[src/rtl/uart_tx_pkg.sv]
package uart_tx_pkg;

   typedef struct packed {
      logic [1:0] len;
      logic       two_stop;
      logic       par_en;
      logic [1:0] par_sel;
   } line_cfg_t;

   typedef enum logic [1:0] {
      PAR_ODD  = 2'b00,
      PAR_EVEN = 2'b01,
      PAR_ONE  = 2'b10,
      PAR_ZERO = 2'b11
   } par_mode_e;

   // number of data bits for a length code
   function automatic logic [3:0] char_bits(input logic [1:0] len);
      return 4'd5 + {2'b00, len};
   endfunction

   // parity bit over already-masked data
   function automatic logic par_bit(input logic [7:0] masked, input logic [1:0] sel);
      case (par_mode_e'(sel))
         PAR_ODD:  return ~^masked;
         PAR_EVEN: return ^masked;
         PAR_ONE:  return 1'b1;
         default:  return 1'b0;
      endcase
   endfunction

endpackage

[src/rtl/uart_tx_tick.sv]
module uart_tx_tick #(
   parameter int DIV_W = 16
) (
   input  logic             clk,
   input  logic             rst_n,
   input  logic             run,
   input  logic [DIV_W-1:0] divisor,
   output logic             tick
);
   logic [DIV_W-1:0] cnt;
   logic [DIV_W-1:0] div_eff;

   initial assert (DIV_W >= 2) else $error("DIV_W too small");

   // zero divisor behaves as one so the tick never stalls
   assign div_eff = (divisor == '0) ? DIV_W'(1) : divisor;
   assign tick    = run && (cnt >= div_eff - DIV_W'(1));

   always_ff @(posedge clk) begin
      if (!rst_n)            cnt <= '0;
      else if (!run || tick) cnt <= '0;
      else                   cnt <= cnt + DIV_W'(1);
   end

   // with a stable divisor above one, ticks are never adjacent
   a_r9_no_double_tick: assert property (@(posedge clk) disable iff (!rst_n)
      tick && (div_eff != DIV_W'(1)) && $stable(divisor) |=> !tick);

endmodule

[src/rtl/uart_tx_hold.sv]
module uart_tx_hold #(
   parameter int DATA_W = 8
) (
   input  logic              clk,
   input  logic              rst_n,
   input  logic              wr_en,
   input  logic [DATA_W-1:0] wr_data,
   input  logic              take,
   output logic              hold_valid,
   output logic [DATA_W-1:0] hold_data
);
   initial assert (DATA_W >= 5) else $error("DATA_W must cover 5-bit characters");

   always_ff @(posedge clk) begin
      if (!rst_n) begin
         hold_valid <= 1'b0;
         hold_data  <= '0;
      end else begin
         if (wr_en) begin
            hold_valid <= 1'b1;
            hold_data  <= wr_data;
         end else if (take) begin
            hold_valid <= 1'b0;
         end
      end
   end

   // a waiting byte stays until the engine takes it
   a_r6_hold_kept: assert property (@(posedge clk) disable iff (!rst_n)
      hold_valid && !take |=> hold_valid);

endmodule

[src/rtl/uart_tx_shift.sv]
module uart_tx_shift
   import uart_tx_pkg::*;
#(
   parameter int OSR = 16
) (
   input  logic      clk,
   input  logic      rst_n,
   input  logic      tick,
   input  logic      load,
   input  logic [7:0] data,
   input  line_cfg_t cfg,
   output logic      busy,
   output logic      line_bit,
   output logic      frame_done
);
   localparam int CNT_W = $clog2(2 * OSR + 1);

   logic [CNT_W-1:0] cnt;
   logic [CNT_W-1:0] stop_len;
   logic [CNT_W-1:0] stop_new;
   logic [CNT_W-1:0] limit;
   logic             in_stop;
   logic [3:0]       nleft;
   logic [3:0]       nbits_new;
   logic [3:0]       n;
   logic [8:0]       sh;
   logic [8:0]       frame_vec;
   logic [7:0]       masked;
   logic             pbit;
   logic             bit_end;

   initial assert (OSR >= 2 && (OSR % 2) == 0) else $error("OSR must be even and >= 2");

   assign n = char_bits(cfg.len);

   for (genvar i = 0; i < 8; i++) begin : g_mask
      assign masked[i] = data[i] & (n > 4'(i));
   end

   assign pbit = par_bit(masked, cfg.par_sel);

   always_comb begin
      frame_vec = {1'b1, masked};
      if (cfg.par_en) frame_vec[n] = pbit;
   end

   assign nbits_new = n + {3'b000, cfg.par_en};

   always_comb begin
      if (!cfg.two_stop)         stop_new = CNT_W'(OSR);
      else if (cfg.len == 2'b00) stop_new = CNT_W'(OSR + OSR / 2);
      else                       stop_new = CNT_W'(2 * OSR);
   end

   assign limit      = in_stop ? stop_len : CNT_W'(OSR);
   assign bit_end    = busy && tick && (cnt == limit - CNT_W'(1));
   assign frame_done = bit_end && in_stop;

   always_ff @(posedge clk) begin
      if (!rst_n) begin
         busy     <= 1'b0;
         line_bit <= 1'b1;
         cnt      <= '0;
         stop_len <= CNT_W'(OSR);
         in_stop  <= 1'b0;
         nleft    <= '0;
         sh       <= '1;
      end else if (load) begin
         busy     <= 1'b1;
         line_bit <= 1'b0;
         sh       <= frame_vec;
         nleft    <= nbits_new;
         in_stop  <= 1'b0;
         cnt      <= '0;
         stop_len <= stop_new;
      end else if (frame_done) begin
         busy     <= 1'b0;
         in_stop  <= 1'b0;
         cnt      <= '0;
         line_bit <= 1'b1;
      end else if (bit_end) begin
         cnt <= '0;
         if (nleft != 4'd0) begin
            line_bit <= sh[0];
            sh       <= {1'b1, sh[8:1]};
            nleft    <= nleft - 4'd1;
         end else begin
            in_stop  <= 1'b1;
            line_bit <= 1'b1;
         end
      end else if (busy && tick) begin
         cnt <= cnt + CNT_W'(1);
      end
   end

   // a load puts a start bit on the line at the next cycle
   a_r11_start_after_load: assert property (@(posedge clk) disable iff (!rst_n)
      load |=> busy && !line_bit);

   // idle engine drives a high line
   a_r1_idle_line_high: assert property (@(posedge clk) disable iff (!rst_n)
      !busy |-> line_bit);

   // stop period is high
   a_r4_stop_high: assert property (@(posedge clk) disable iff (!rst_n)
      in_stop |-> line_bit);

   // tick count stays inside the current bit
   a_r2_count_bound: assert property (@(posedge clk) disable iff (!rst_n)
      busy |-> cnt < limit);

endmodule

[src/rtl/uart_tx_core.sv]
module uart_tx_core
   import uart_tx_pkg::*;
#(
   parameter int OSR   = 16,
   parameter int DIV_W = 16
) (
   input  logic             clk,
   input  logic             rst_n,
   input  logic             wr_en,
   input  logic [7:0]       wr_data,
   input  logic [1:0]       cfg_len,
   input  logic             cfg_two_stop,
   input  logic             cfg_par_en,
   input  logic [1:0]       cfg_par_sel,
   input  logic             cfg_break,
   input  logic [DIV_W-1:0] divisor,
   output logic             txd,
   output logic             thr_empty,
   output logic             tx_empty
);
   line_cfg_t  cfg;
   logic       tick;
   logic       busy;
   logic       line_bit;
   logic       frame_done;
   logic       hold_valid;
   logic [7:0] hold_data;
   logic       load;

   assign cfg = '{len: cfg_len, two_stop: cfg_two_stop, par_en: cfg_par_en, par_sel: cfg_par_sel};

   // the engine takes a waiting byte when free or at the end of its stop period
   assign load = hold_valid && (!busy || frame_done);

   uart_tx_tick #(.DIV_W(DIV_W)) u_tick (
      .clk     (clk),
      .rst_n   (rst_n),
      .run     (busy),
      .divisor (divisor),
      .tick    (tick)
   );

   uart_tx_hold #(.DATA_W(8)) u_hold (
      .clk        (clk),
      .rst_n      (rst_n),
      .wr_en      (wr_en),
      .wr_data    (wr_data),
      .take       (load),
      .hold_valid (hold_valid),
      .hold_data  (hold_data)
   );

   uart_tx_shift #(.OSR(OSR)) u_shift (
      .clk        (clk),
      .rst_n      (rst_n),
      .tick       (tick),
      .load       (load),
      .data       (hold_data),
      .cfg        (cfg),
      .busy       (busy),
      .line_bit   (line_bit),
      .frame_done (frame_done)
   );

   assign txd       = cfg_break ? 1'b0 : line_bit;
   assign thr_empty = !hold_valid;
   assign tx_empty  = !hold_valid && !busy;

   // an empty transmitter leaves the line idle unless break is on
   a_r7_empty_line_idle: assert property (@(posedge clk) disable iff (!rst_n)
      tx_empty && !cfg_break |-> txd);

   // a waiting byte starts right at the end of the stop period
   a_r8_back_to_back: assert property (@(posedge clk) disable iff (!rst_n)
      frame_done && hold_valid && !wr_en |=> busy && thr_empty);

   // a write always leaves the holding register occupied
   a_r6_write_fills: assert property (@(posedge clk) disable iff (!rst_n)
      wr_en |=> !thr_empty);

endmodule

[config.mk]
export PLATFORM = sky130hd
export DESIGN_NAME = uart_tx_core
export DESIGN_NICKNAME = d
export VERILOG_FILES = /design/src/rtl/uart_tx_pkg.sv /design/src/rtl/uart_tx_tick.sv /design/src/rtl/uart_tx_hold.sv /design/src/rtl/uart_tx_shift.sv /design/src/rtl/uart_tx_core.sv
export SDC_FILE = /design/constraint.sdc
export NUM_CORES = 1
export LEC_CHECK = 0
export ABC_AREA = 1
export ABC_CLOCK_PERIOD_IN_PS = 3500
export BUFFER_PORTS_ARGS = -buffer_cell sky130_fd_sc_hd__buf_2
export CORE_UTILIZATION = 53
export DETAILED_ROUTE_END_ITERATION = 16
export PLACE_DENSITY_LB_ADDON = 0.08
export SYNTH_ARGS = -nofsm -noshare
export SYNTH_HDL_FRONTEND = slang
export SYNTH_SLANG_ARGS = --single-unit
[constraint.sdc]
create_clock -name clk -period 3.5 [get_ports clk]
set_clock_uncertainty 0.1 [all_clocks]
set_input_delay 0.35 -clock clk [delete_from_list [all_inputs] [get_ports clk]]
set_output_delay 0.35 -clock clk [all_outputs]
set_load 0.02 [all_outputs]
======== Word-level counts from Yosys, hierarchy flattened ========
Index checks and enable logic that the tools add are counted.
W data, S select, Z words.
cells by class
  add/sub/neg operators ................... 7
  order comparisons ....................... 11
  equal/unequal tests ..................... 4
  muxes and demuxes ....................... 26
  bitwise logic cells ..................... 10
  reductions and logical operators ........ 27
operators by type and width
  operator                 number
  $mux W9                  5
  $mux W6                  3
  $add A16 B1 Y16 const B  1
  $ge A16 B16 Y1           1
  $gt A4 B3 Y1 const B     4
  $logic_not A16 Y1        1
  $mux W16                 1
  $mux W4                  4
  $sub A16 B1 Y16 const B  1
  $mux W1                  10
  $bwmux W9                1
  $and A1 B1 Y1            8
  $gt A4 B1 Y1 const B     2
  $gt A4 B2 Y1 const B     2
  $reduce_bool A2 Y1       4
  $reduce_xnor A8 Y1       1
  $reduce_xor A8 Y1        1
  $logic_and A1 B1 Y1      7
  $add A6 B1 Y6 const B    1
  $eq A6 B6 Y1             1
  $sub A6 B1 Y6 const B    1
  $lt A4 B5 Y1 const B     1
  $add A3 B2 Y4 const A    1
  $add A4 B1 Y4            1
  other kinds (18)         22
word-level totals
  register bits ........................... 53
  input bits .............................. 34
  output and inout port bits .............. 3
  word-level logic and storage cells ...... 95

======== Longest topological paths before layout ========
Gate-level depths: netlist (run 1).
  word-level depth ........................ 12
  gate-level depth with buffers ........... 27
  depth with buffers taken out ............ 26

======== Cells and area by module ========
A second synthesis (run 1) with hierarchy kept.
unflattened totals
  cells, all modules ...................... 507
  area, all modules ....................... 3,470.8 um2
by module, submodules not included
  module         times used  cells an instance  area an instance (um2)  sequential area each (um2)
  uart_tx_shift  1           247                1,644.1                 500.5
  uart_tx_tick   1           216                1,495.2                 320.3
  uart_tx_hold   1           38                 304.0                   180.2
  uart_tx_core   1           6                  27.5                    0.0

======== Least setup slack after synthesis (run 1) ========
Ideal clock, no wire load.
  path kind ............................... input-to-reg
  start ................................... in divisor[5]
  end ..................................... reg u_shift.nleft[1]
  library setup time ...................... 109 ps
  arrival ................................. 3,347 ps
  data required time ...................... 3,291 ps
  slack ................................... -56 ps
  stages .................................. 27
  path buffers ............................ 1
  cells stage by stage .................... nor2_1 > inv_1 > nor3_1 > nand2_1 > nor2_1 > nor2_1 > ha_1 > nand2_1 > nor3_1 > nand2_1 > or2_2 > nor2_1 > xor2_1 > inv_1 > ha_1 > nand2_1 > nor3_1 > nand2_1 > nand2_1 > nand4_2 > nand2_4 > nand2_4 > buf_6 > nand3_1 > nand3_1 > nand2_1 > inv_1
between the ends
  longest elaborated chain between the ends .. 12
  elaborated cells on any way between the ends .. 15
  classes of those cells .................. add/sub (1); order compare (1); eq/ne (1); mux (2); reduce/logical (10)
ends and longest elaborated chain
  item                                                                        line                 source
  from (decl)                                                                 uart_tx_core.sv:16   input logic [DIV_W-1:0] divisor,
  $logic_not A16 Y1                                                           uart_tx_tick.sv:16   assign div_eff = (divisor == '0) ? DIV_W'(1) : divisor;
  $mux W16 (*)                                                                uart_tx_tick.sv:16
  $sub A16 B1 Y16 (*)                                                         uart_tx_tick.sv:17   assign tick = run && (cnt >= div_eff - DIV_W'(1));
  $ge A16 B16 Y1 (*)                                                          uart_tx_tick.sv:17
  $logic_and A1 B1 Y1 (*)                                                     uart_tx_tick.sv:17
  $logic_and A1 B1 Y1 (*) (2 in series)                                       uart_tx_shift.sv:56  assign bit_end = busy && tick && (cnt == limit - CNT_W'(1));
  $logic_and A1 B1 Y1                                                         uart_tx_shift.sv:57  assign frame_done = bit_end && in_stop;
  $logic_or A1 B1 Y1                                                          uart_tx_core.sv:33   assign load = hold_valid && (!busy || frame_done);
  $logic_and A1 B1 Y1                                                         uart_tx_core.sv:33
  $ne A2 B1 Y1 (no source line) / $reduce_bool A2 Y1 (equally long branches)  -
  $reduce_and A3 Y1 (no source line)                                          -
  to (signal assigned)                                                        uart_tx_shift.sv:72  nleft <= nbits_new;
  to (signal assigned)                                                        uart_tx_shift.sv:86  nleft <= nleft - 4'd1;
  to (decl)                                                                   uart_tx_shift.sv:23  logic [3:0] nleft;
Every way passes the cells marked *; elsewhere a longest branch is shown, timed or not.
A chain may end at the register's enable or synchronous reset.

======== Worst setup path in the final report (run 1) ========
  start ................................... in divisor[14]
  end ..................................... reg u_shift.nleft[3]
Same word-level chain as after synthesis.

==> results of run 1 <==
-- critical path, delay by kind of cell --
kind	cells	cell delay [ps]
AND/OR/NAND/NOR	19	1870
XOR/XNOR	1	140
AO/OA/AOI/OAI	2	260
buffers and inverters	3	310
adder cells (fa/ha/maj)	2	480
-- layout make-up --
cell class                      count  area (um2)
Timing Repair Buffer               75       550.5
Clock buffer                        7       76.32
Clock inverter                      1       30.03
Sequential cell                    50        1001
Multi-Input combinational cell    365        2151
Fill cell                         507        1844
Tap cell                           75       93.84
Inverter                           64       244.0
-- per-layer routing --
layer	GRT usage	wire [um]
met5	0	0
met4	0.05357	42
met3	0.03146	146
met2	0.4125	3572
met1	0.2478	3180
-- flip-flops by register name, indices dropped and copies added, names as in the netlist, 3 cells and up --
register,cells
u_hold.hold_data,8
u_shift.cnt,6
u_shift.nleft,4
u_shift.sh,9
u_shift.stop_len,3
u_tick.cnt,16
-- stage by stage --
stage	setup TNS, ps	power [mW]
after detailed placement	-3295	0.8381
after global placement	-1677	0.8326
after CTS	0	1.233
after floorplan	0	0.7530
after global routing	-226.1	1.308
final	0	1.239
-- cell usage in the layout, fill, tap and decap left out, drive strengths merged --
cell type and instances:
a21oi 18, o211ai 1, o21ai 25, nand3 38, nand3b 3, and3 1, nor3b 3, nor3 6
nor2b 1, o31ai 1, a31o 1, nor2 82, inv 62, xnor2 9, nand4 11, xor2 19
dfxtp 50, fa 1, buf 75, and2 1, ha 29, clkinv 2, nand2 109, bufinv 1
or2 6, clkbuf 7
-- power groups by stage --
stage	combinational (mW)	clock (mW)	sequential (mW)
CTS	0.220	0.406	0.607
finish	0.237	0.395	0.607
global route	0.269	0.429	0.610
floorplan	0.141	0	0.612
detailed placement	0.218	0	0.620
global placement	0.213	0	0.619
-- repair_timing --
action / 4_1_cts / 5_1_grt
resized for setup: 0 / 49
setup endpoints to repair: 0 / 24
setup buffers: 0 / 1
hold buffers: 0 / 0
-- worst paths after layout --
path / start / to / slack, ps / depth (start not counted)
worst max-delay path: divisor[14] / u_shift.nleft[3] / 240 / 27
worst min-delay path: wr_data[5] / u_hold.hold_data[5] / 180 / 3
worst min register to register: u_shift.stop_len[5] / u_shift.stop_len[5] / 370 / 2
worst max register to register: u_shift.in_stop / u_shift.nleft[3] / 1070 / 15
-- cells by family (layout without fill, tap and decap cells) --
kind of cell / after synthesis / count (layout)
adders and majority gates: 30 / 30
xor gates and xnor gates: 28 / 28
AOI/OAI and AO/OA: 46 / 46
DFF: 50 / 50
buffers and inverters: 71 / 147
and+or+nand+nor: 261 / 261
==> results.yml, run 1 <==
timing:
  period_share: 0.9320
  tightestPinTransition_ps: 438.7
  fin_ws_ps: 238.2
  max_freq_mhz: 306.6
  hold_viol_final: 0
  setup_viol: 0
  worst_hold_slack_ps: 179.7
  rsz0062_at_grt: "yes"
  slew-limit-headroom: 0.7072
  final.min_clock_period_ps: 3262
  slew_viol_final: 0
power_and_ir_drop:
  p_leak_nw: 1.968
  pwr-share-comb: 0.191
  pwr-share-clk: 0.319
  vdd.ir_drop.worst_uv: 183.4
  p_switching_mw: 0.3277
  swShare: 0.2645
  p_int_mw: 0.9112
  seqPwrFrac: 0.490
  power_density_nw_per_um2: 298.8
cells_and_area:
  drive_gt1_frac: 0.2295
  postLayoutCoreUtil: 0.6921
  final_nets: 625
  n_antenna_cell: 0
  layout.cells.non_filler: 637
  area_growth_pct: 24.49
  fin_area_um2: 4146
route:
  wl_per_cell_um: 10.90
  wirelength_um: 6941
  drt_iter0_markers: 86
  post-route-drc-count: 0
  drtPass1Iterations: 4
  via_per_inst: 4.947
  ant_nets: 0
  vias: 3151
yosys:
  syn-num-nets: 550
  dominantRegCellSynth: "dfxtp_1"
  synthCells: 486
  synth.most_common_cell: "nand2_1"
  synth.cell_area_um2: 3331
  async_flop_share: 0
  ys_ff_latch: 50
  synth_top_area_cell: "dfxtp_1"
  synth_edf_count: 0
  ys_top_cells_by_area: "dfxtp_1 (30%), nand2_1 (12%), ha_1 (11%), nor2_1 (8.9%), inv_1 (6.9%)"
  synth_compound_gate_area_share: 0.07288
  synth-seq-area-share: 0.3005
  synth_xor_area_frac: 0.07363
  synth_top_area_share: 0.3005
  yosys.area_share.simple: 0.3509
  ys_warn_count: 0
  ys_top_cells_by_count: "nand2_1 (105), nor2_1 (79), inv_1 (61)"
  synth_fa_ha_area_frac: 0.1150
  synth_top_family_by_area: "simple AND/OR/NAND/NOR gates"
  syn_avg_cell_area_um2: 6.853
  synth.area.mux_share: 0
  synth_cell_types: 38
critical_path:
  required_ps: 3640
  critPathSlowestCell: "ha_1"
  crit_fanout: 8
  arrival_ps: 3400
  max_stage_delay_ps: 290
  criticalPathCategory: "primary input to flip-flop"
  critPathCaptureType: "flip-flop"
  cp-start-kind: "primary input"
  crit_top_cell: "nand2_1"
floorplanning:
  num_rows: 28
  die_y_um: 81.28
  die_x_um: 81.28
  ios: 37
  core_area_um2: 5991
  dieArea_um2: 6606
  start_util: 0.5560
clock_network:
  clock_sinks: 50
  htree_num_levels: 2
  cts_buffers: 5
  cts_root_buf: "clkbuf_8"
  cts_tree: "done"
  clock_latency_ps: 300
  clkTransAtPathRegs_ps: 90
  clock_path_buffers: 2
global_route:
  antenna_found_initial: 0
  grtUsageTotal: 0.2163
  first_global_vias: 2908
  grt-ovfl-total: 0
  grt_max_degree: 25
  grt_pass1_wl_um: 11380
hold_path:
  worstHoldPathType: "primary input to flip-flop"
flow_run:
  maxCapViolations: 0
placement:
  pre_cts_slack_ps: -211.5
  placed_cell_area_um2: 3850
  routabilityCongestion: 0.8207
  dp.cells: 628
  portBuffers: 36
  dp_hpwl_um: 5384
run_status:
  status: "completed"
Power figures use the tool's default switching activity.
==> run 2: changes to the inputs <==
--- a/config.mk
+++ b/config.mk
@@ -8,9 +8,10 @@
 export ABC_AREA = 1
 export ABC_CLOCK_PERIOD_IN_PS = 3500
 export BUFFER_PORTS_ARGS = -buffer_cell sky130_fd_sc_hd__buf_2
-export CORE_UTILIZATION = 53
+export CORE_UTILIZATION = 50
 export DETAILED_ROUTE_END_ITERATION = 16
 export PLACE_DENSITY_LB_ADDON = 0.08
+export RECOVER_POWER = 25
 export SYNTH_ARGS = -nofsm -noshare
 export SYNTH_HDL_FRONTEND = slang
 export SYNTH_SLANG_ARGS = --single-unit
==> results.yml, run 2 (synthesized netlist as in run 1, its figures left out) <==
route:
  drt_iter0_markers: 133
  post-route-drc-count: 0
  ant_nets: 0
  wirelength_um: 6805
  wl_per_cell_um: 10.60
  vias: 3153
  drtPass1Iterations: 4
  via_per_inst: 4.911
clock_network:
  holdBufCountCts: 0
  cts_tree: "done"
  clkTransAtPathRegs_ps: 100
  clock_latency_ps: 300
  clock_path_buffers: 2
  cts_buffers: 5
  cts_root_buf: "clkbuf_8"
  htree_num_levels: 2
  clock_sinks: 50
timing:
  hold_viol_final: 0
  tns_ps: 0
  max_freq_mhz: 302.6
  tightestPinTransition_ps: 505.2
  period_share: 0.9441
  slew_viol_final: 0
  setup_viol: 0
  slew-limit-headroom: 0.6627
  final.min_clock_period_ps: 3304
  fin_ws_ps: 195.7
cells_and_area:
  layout.cells.non_filler: 642
  drive_gt1_frac: 0.2142
  largestRegisters: "u_tick.cnt: 16 flops, u_shift.sh: 9 flops, u_hold.hold_data: 8 flops"
  area_growth_pct: 22.99
  final_cell_mix: "nand2_1 (98), nor2_1 (75), inv_1 (60)"
  largest_reg_flops: 16
  n_antenna_cell: 0
  largest-register: "u_tick.cnt"
  mostFrequentLayoutCell: "nand2_1"
  final_nets: 628
  postLayoutCoreUtil: 0.6415
critical_path:
  required_ps: 3600
  reg2reg_depth: 16
  cp-start-kind: "primary input"
  critPathCaptureType: "flip-flop"
  arrival_ps: 3400
  criticalPathCategory: "primary input to flip-flop"
  crit_fanout: 5
placement:
  routabilityCongestion: 0.8379
  portBuffers: 36
  pre_cts_slack_ps: -236.0
  dp_hpwl_um: 5392
  dp.cells: 631
power_and_ir_drop:
  power_density_nw_per_um2: 289.4
  power_mw: 1.186
  p_leak_nw: 1.959
  vdd.ir_drop.worst_uv: 171.2
global_route:
  grt_max_degree: 25
  grt-ovfl-total: 0
  grtUsageTotal: 0.2078
  grtUsageMet3: 0.03165
  grt_use_met1: 0.2482
  grt.met2_usage: 0.3865
  grt.busiest_layer: "met2"
  first_global_vias: 3077
  grt_pass1_wl_um: 12300
  antenna_found_initial: 0
floorplanning:
  core_area_um2: 6386
  die_x_um: 83.62
  num_rows: 29
  dieArea_um2: 6991
  ios: 37
  start_util: 0.5216
  die_y_um: 83.62
hold_path:
  hold_path_depth: 3
  worstHoldPathType: "primary input to flip-flop"
run_status:
  status: "completed"
flow_run:
  maxCapViolations: 0
## run 2: changes by cell type in the layout (fill, tap and decap cells not counted), sizes merged
| cell | before | now |
|---|---|---|
| clkbuf | 7 | 11 |
| clkinv | 2 | 3 |
| bufinv | 1 | 0 |
| buf | 75 | 73 |
| clkinvlp | 0 | 1 |
## run 2: final timing paths
path | to | slack [ps] | from
hold reg to reg | u_shift.stop_len[5] | 360 | u_shift.stop_len[5]
setup / recovery | u_shift.stop_len[3] | 200 | divisor[13]
setup reg to reg | u_shift.stop_len[3] | 1050 | u_shift.in_stop
hold / removal | u_hold.hold_data[2] | 180 | wr_data[2]
## run 2: cell type report
class                           count  area, um2
Fill cell                         601       2290
Multi-Input combinational cell    365       2151
Sequential cell                    50       1001
Timing Repair Buffer               78      506.7
Inverter                           64      246.5
Tap cell                           77      96.34
Clock buffer                        6      82.58
Clock inverter                      2      12.51
## run 2: metal layers
metal,wire length (um),vias up
met5,0,-
met4,51,0
met3,155,4
met2,3442,32
met1,3155,1417
li1,-,1700
## run 2: where the power goes
part	total [mW]	internal (mW)	switching, mW
Combinational	0.230	0.101	0.130
Clock	0.348	0.159	0.189
Sequential	0.608	0.591	0.0169
## run 2: timing repair
action | in CTS | in global routing
setup endpoints to repair | 0 | 24
endpoints found under the hold margin | 0 | 0
buffers inserted | 0 | 3
gates resized for setup | 0 | 30
## run 2: critical path, cell delays in order
cell and delay (ps):
buf_2 90, nor2_1 50, nand2_1 60, nor2_1 40, nand2_1 70, nor2_2 40, nor2_2 130, ha_2 200
nand2_2 70, nor3_2 200, nand2_1 100, or2_4 250, nor2_4 100, xor2_1 130, inv_1 80, ha_4 270
nand2_2 60, nor2_1 140, a21oi_2 80, nand2_2 130, nand4_4 110, nand2_4 160, nand2_8 90, nand2_4 100
inv_2 50, buf_4 130, nand2_1 50, o21ai_1 50
## run 2: through the flow
stage,hold slack (ps),cell area (um2)
finish,175.9,4096
global route,176.4,4096
detailed placement,341.0,3872
CTS,172.7,3968
floorplan,327.5,3338
global placement,346.9,3872
